### config.mk
export PLATFORM = sky130hd
export DESIGN_NAME = ocw_unit
export DESIGN_NICKNAME = d
export VERILOG_FILES = /design/src/rtl/ocw_pkg.sv /design/src/rtl/ocw_decode.sv /design/src/rtl/ocw_prio_pick.sv /design/src/rtl/ocw_unit.sv
export SDC_FILE = /design/constraint.sdc
export NUM_CORES = 1
export LEC_CHECK = 0
export BUFFER_PORTS_ARGS = -buffer_cell sky130_fd_sc_hd__clkbuf_2
export CAP_MARGIN = 20
export CORE_ASPECT_RATIO = 0.6
export CORE_MARGIN = 4
export CORE_UTILIZATION = 36
export DETAILED_ROUTE_END_ITERATION = 8
export PLACE_DENSITY = 0.59
export SKIP_LAST_GASP = 1
export SLEW_MARGIN = 25
export SYNTH_ARGS = -nofsm -noshare
export SYNTH_HDL_FRONTEND = slang
export SYNTH_SLANG_ARGS = --single-unit
### constraint.sdc
create_clock -name clk_i -period 11.5 [get_ports clk_i]
set_clock_uncertainty 0.2 [all_clocks]
set_input_delay 0.575 -clock clk_i [delete_from_list [all_inputs] [get_ports clk_i]]
set_output_delay 0.575 -clock clk_i [all_outputs]
set_load 0.02 [all_outputs]
### src/rtl/ocw_pkg.sv
package ocw_pkg;
  localparam int NIRQ  = 8;
  localparam int LVL_W = $clog2(NIRQ);

  typedef logic [LVL_W-1:0] lvl_t;
  typedef logic [NIRQ-1:0]  vec_t;

  localparam logic [2:0] OP_EOI_NS = 3'b001;
  localparam logic [2:0] OP_EOI_SP = 3'b011;
  localparam logic [2:0] OP_ROT_NS = 3'b101;
  localparam logic [2:0] OP_ROT_SP = 3'b111;
  localparam logic [2:0] OP_SETPRI = 3'b110;

  typedef struct packed {
    logic       mask_we;
    logic       ctl_we;
    logic       mode_we;
    logic [2:0] op;
    lvl_t       lvl;
    logic       smm_en;
    logic       smm_val;
    logic       rsel_en;
    logic       rsel_isr;
  } cmd_t;

  // 0 is the highest rank; the level just above the lowest one ranks 0
  function automatic lvl_t prio_rank(lvl_t lvl, lvl_t lowest);
    return lvl - lowest - lvl_t'(1);
  endfunction
endpackage

### src/rtl/ocw_decode.sv
module ocw_decode
  import ocw_pkg::*;
(
  input  logic       cs_i,
  input  logic       wr_i,
  input  logic       a0_i,
  input  logic [7:0] data_i,
  output cmd_t       cmd_o
);
  logic wr_en;
  assign wr_en = cs_i & wr_i;

  always_comb begin
    cmd_o          = '0;
    cmd_o.mask_we  = wr_en & a0_i;
    cmd_o.ctl_we   = wr_en & ~a0_i & (data_i[4:3] == 2'b00);
    cmd_o.mode_we  = wr_en & ~a0_i & (data_i[4:3] == 2'b01);
    cmd_o.op       = data_i[7:5];
    cmd_o.lvl      = data_i[LVL_W-1:0];
    cmd_o.smm_en   = data_i[6];
    cmd_o.smm_val  = data_i[5];
    cmd_o.rsel_en  = data_i[1];
    cmd_o.rsel_isr = data_i[0];
  end
endmodule

### src/rtl/ocw_prio_pick.sv
module ocw_prio_pick #(
  parameter int N  = 8,
  parameter int LW = $clog2(N)
) (
  input  logic [N-1:0]  vec_i,
  input  logic [LW-1:0] lowest_i,
  output logic          hit_o,
  output logic [LW-1:0] idx_o
);
  logic [LW-1:0] cand;

  // scan from the level just after the lowest one, wrapping around
  always_comb begin
    hit_o = 1'b0;
    idx_o = '0;
    cand  = '0;
    for (int k = 0; k < N; k++) begin
      cand = lowest_i + LW'(k + 1);
      if (!hit_o && vec_i[cand]) begin
        hit_o = 1'b1;
        idx_o = cand;
      end
    end
  end
endmodule

### src/rtl/ocw_unit.sv
module ocw_unit
  import ocw_pkg::*;
(
  input  logic       clk_i,
  input  logic       rst_ni,
  input  logic       cs_i,
  input  logic       wr_i,
  input  logic       a0_i,
  input  logic [7:0] data_i,
  input  logic [7:0] irq_i,
  input  logic       inta_i,
  output logic       int_o,
  output logic [2:0] int_id_o,
  output logic [7:0] rd_data_o
);
  cmd_t cmd;
  vec_t imr_q, isr_q, isr_d;
  lvl_t lp_q, lp_d;
  logic smm_q, rsel_isr_q;

  logic hit_is, hit_rq, hit_sp;
  lvl_t top_is, top_rq, top_sp;
  vec_t req_open, req_spc;
  logic normal_ok;

  ocw_decode u_dec (
    .cs_i  (cs_i),
    .wr_i  (wr_i),
    .a0_i  (a0_i),
    .data_i(data_i),
    .cmd_o (cmd)
  );

  assign req_open = irq_i & ~imr_q;
  assign req_spc  = req_open & ~isr_q;

  ocw_prio_pick #(.N(NIRQ), .LW(LVL_W)) u_pick_is (
    .vec_i(isr_q), .lowest_i(lp_q), .hit_o(hit_is), .idx_o(top_is)
  );
  ocw_prio_pick #(.N(NIRQ), .LW(LVL_W)) u_pick_rq (
    .vec_i(req_open), .lowest_i(lp_q), .hit_o(hit_rq), .idx_o(top_rq)
  );
  ocw_prio_pick #(.N(NIRQ), .LW(LVL_W)) u_pick_sp (
    .vec_i(req_spc), .lowest_i(lp_q), .hit_o(hit_sp), .idx_o(top_sp)
  );

  assign normal_ok = hit_rq &&
                     (!hit_is || (prio_rank(top_rq, lp_q) < prio_rank(top_is, lp_q)));

  assign int_o    = smm_q ? hit_sp : normal_ok;
  assign int_id_o = smm_q ? top_sp : top_rq;

  assign rd_data_o = a0_i ? imr_q : (rsel_isr_q ? isr_q : irq_i);

  always_comb begin
    isr_d = isr_q;
    lp_d  = lp_q;
    if (inta_i && int_o) isr_d[int_id_o] = 1'b1;
    if (cmd.ctl_we) begin
      case (cmd.op)
        OP_EOI_NS: if (hit_is) isr_d[top_is] = 1'b0;
        OP_EOI_SP: isr_d[cmd.lvl] = 1'b0;
        OP_ROT_NS: if (hit_is) begin
          isr_d[top_is] = 1'b0;
          lp_d          = top_is;
        end
        OP_ROT_SP: begin
          isr_d[cmd.lvl] = 1'b0;
          lp_d           = cmd.lvl;
        end
        OP_SETPRI: lp_d = cmd.lvl;
        default: ;
      endcase
    end
  end

  always_ff @(posedge clk_i or negedge rst_ni) begin
    if (!rst_ni) begin
      imr_q      <= '0;
      isr_q      <= '0;
      lp_q       <= lvl_t'(NIRQ - 1);
      smm_q      <= 1'b0;
      rsel_isr_q <= 1'b0;
    end else begin
      isr_q <= isr_d;
      lp_q  <= lp_d;
      if (cmd.mask_we) imr_q <= data_i;
      if (cmd.mode_we && cmd.smm_en) smm_q <= cmd.smm_val;
      if (cmd.mode_we && cmd.rsel_en) rsel_isr_q <= cmd.rsel_isr;
    end
  end
endmodule

==> impl_metrics.py <==
metrics = {
    "sta": {
        "slew_headroom_pct": 31.7,
        "fmax_ghz": 0.144,
        "fin_setup_tns_ns": 0,
        "final-setup-viol-count": 0,
        "fin_crit_ns": 6.94,
        "drv_slew": 0,
        "tightest_slew_ns": 1.01,
        "rsz0062_at_grt": "false",
        "hold_viol": 0,
        "fin_crit_sh_pct": 60.4,
    },
    "synth": {
        "synth_fa_ha_area_share_pct": 2.26,
        "syn_inst": 559,
        "synth_nets": 589,
        "synthXorXnorAreaFrac_pct": 2.09,
        "netlist_area_um2": 5090,
        "synthDistinctLibCells": 103,
        "ys_warn_count": 0,
        "syn_area_per_cell_um2": 9.11,
        "synth_edf_count": 0,
        "synth_ff_type": "dfrtp_1",
        "synthMuxAreaShare_pct": 31.3,
        "synthArstFlopShare_pct": 100,
        "synth-compound-area-share_pct": 25.3,
        "synth_top_family_by_area": "multiplexers",
        "ys_ff_latch": 21,
        "synth_simple_gate_area_share_pct": 22.1,
        "yosysSeqAreaShare_pct": 10.4,
    },
    "finish": {
        "diodes": 0,
        "areaGrowthSynthToFinish_pct": 5.65,
        "layout_common_cells": "mux2i_1, nand2_1, clkbuf_2, mux4_2, o21ai_0",
        "final_common_cell": "mux2i_1",
        "final_nets": 587,
        "n_fill_cell": 1387,
        "drive_gt1_share_pct": 24.6,
    },
    "detailed_routing": {
        "routed_wl_mm": 19.3,
        "viasPerCell": 6.79,
        "drc": 0,
        "drt_iter0_drc": 669,
        "antenna_left": 0,
        "vias": 5080,
        "wire_per_inst_um": 25.8,
        "dr.pass1.iters": 5,
    },
    "die": {
        "die_h_um": 100,
        "core_area_um2": 13700,
        "fp-row-count": 33,
        "fp.dieW_um": 162,
        "initial_core_util_pct": 37.0,
        "dieArea_um2": 16200,
        "io_pins": 34,
    },
    "worst_setup_path": {
        "worstSetupPathType": "register to primary output",
        "worstSetupEndpoint": "int_o",
        "required_ns": 10.73,
        "r2r-end": "isr_q[6]$_DFF_PN0_",
        "crit_arrival_ns": 6.17,
        "reg2regPathDepth": 18,
        "reg2reg_setup_slack_ns": 4.85,
        "startpoint": "lp_q[1]$_DFFE_PN1P_",
        "reg2reg_from": "lp_q[1]$_DFFE_PN1P_",
        "critPathLaunchType": "register",
        "cp-end-kind": "primary output",
        "crit_fanout": 39,
    },
    "clock_tree": {
        "cts_tree": "done",
        "root_buffer": "clkbuf_16",
        "cts_buffers": 3,
        "path_clk_slew_ns": 0.06,
        "cts.path.max_buffers": 2,
        "holdBufCountCts": 0,
        "cts_max_level": 1,
        "cts_sinks": 21,
        "cts_setup_buffers": 0,
        "cts_resized": 0,
        "clkLatencyLatePin_ns": 0.26,
    },
    "global_route": {
        "overflow": 0,
        "antenna_found_initial": 0,
        "grt_use_total_pct": 23.5,
        "grt_pass1_wl_mm": 29.5,
        "grt_max_degree": 58,
        "grt_pass1_vias": 4857,
    },
    "place": {
        "gp_congestion": 0.982,
        "dp_hpwl_mm": 14.7,
        "port-buffer-count": 33,
    },
    "hold_path": {
        "holdCritPathClass": "input port to asynchronous set/reset pin",
    },
    "job": {
        "drv_cap": 0,
    },
    "status": {
        "status": "finished, final reports clean",
    },
}
## flip-flops by register name (all words and copies together), names as in the netlist
register and flops:
rsel_isr_q 1, imr_q 8, smm_q 1, lp_q 3
isr_q 8
## logic make-up (layout without fill, tap and decap cells)
kind of cell	Yosys count	count (layout)
and+or+nand+nor	191	191
AOI/OAI and AO/OA	161	161
muxes	108	108
buffers and inverters	63	60
DFF	21	21
adders and majority gates	8	8
xor gates and xnor gates	7	7
## through the flow
stage	cell area (um^2)	utilization (%)	setup WS (ns)	instances	hold WS, ns
floorplan	5090	-	5.49	559	0.0794
global placement	5280	38.4	4.90	744	0.385
detailed placement	5280	38.4	4.92	744	0.396
CTS	5360	39.0	4.62	748	0.110
global route	5380	39.1	4.10	748	0.139
finish	5380	39.1	4.56	748	0.104
## layout make-up
type | instances | area (um^2) | area share (%)
Clock inverter | 1 | 7.51 | 0.140
Tap cell | 192 | 240 | 4.47
Multi-Input combinational cell | 475 | 4240 | 78.9
Sequential cell | 21 | 529 | 9.84
Clock buffer | 3 | 75.1 | 1.40
Inverter | 15 | 56.3 | 1.05
Timing Repair Buffer | 41 | 225 | 4.19
## worst min-delay path by stage
stage	from	end	slack [ns]	cells past startpoint
global placement	rst_ni	imr_q[1]$_DFFE_PN0P_	0.38	1
floorplan	rst_ni	imr_q[0]$_DFFE_PN0P_	0.08	0
CTS	rst_ni	imr_q[1]$_DFFE_PN0P_	0.11	1
detailed placement	rst_ni	imr_q[1]$_DFFE_PN0P_	0.40	1
global route	rst_ni	imr_q[1]$_DFFE_PN0P_	0.14	1
finish	rst_ni	imr_q[1]$_DFFE_PN0P_	0.10	1
## metal layers
metal	GRT usage [%]	part of all wire, %	vias to the layer above
li1	-	-	2224
met4	1.31	0.44	0
met3	12.4	17	18
met1	36.7	46	2487
met5	0	0	-
met2	29.0	36	351
## critical path: stages, from the launching register on
cell	delay, ns
dfstp_2	0.54
inv_1	0.06
ha_2	0.39
buf_4	0.53
clkinv_1	0.70
mux4_2	0.74
o21ai_1	0.10
a211oi_1	0.11
a2111oi_0	0.68
or2_2	0.23
ha_1	0.15
fa_1	0.41
ha_1	0.30
a21o_1	0.15
a21o_1	0.18
a22o_1	0.28
mux2i_1	0.14
clkbuf_2	0.19
## synthesized netlist by cell type, drive strengths merged (13+ instances only)
master	count	area, um^2
a21oi	17	85.1
buf	30	209
clkbuf	18	67.6
dfrtp	18	450
inv	14	52.6
mux2	15	169
mux2i	56	564
mux4	37	860
nand2	48	188
nand2b	13	83.8
nand3	14	70.1
nor2	26	97.6
nor3	13	70.1
o211ai	13	103
o21ai	30	150
Power is not shown: default switching activity piles up to over one toggle a cycle in this logic, so the estimate is an artifact.
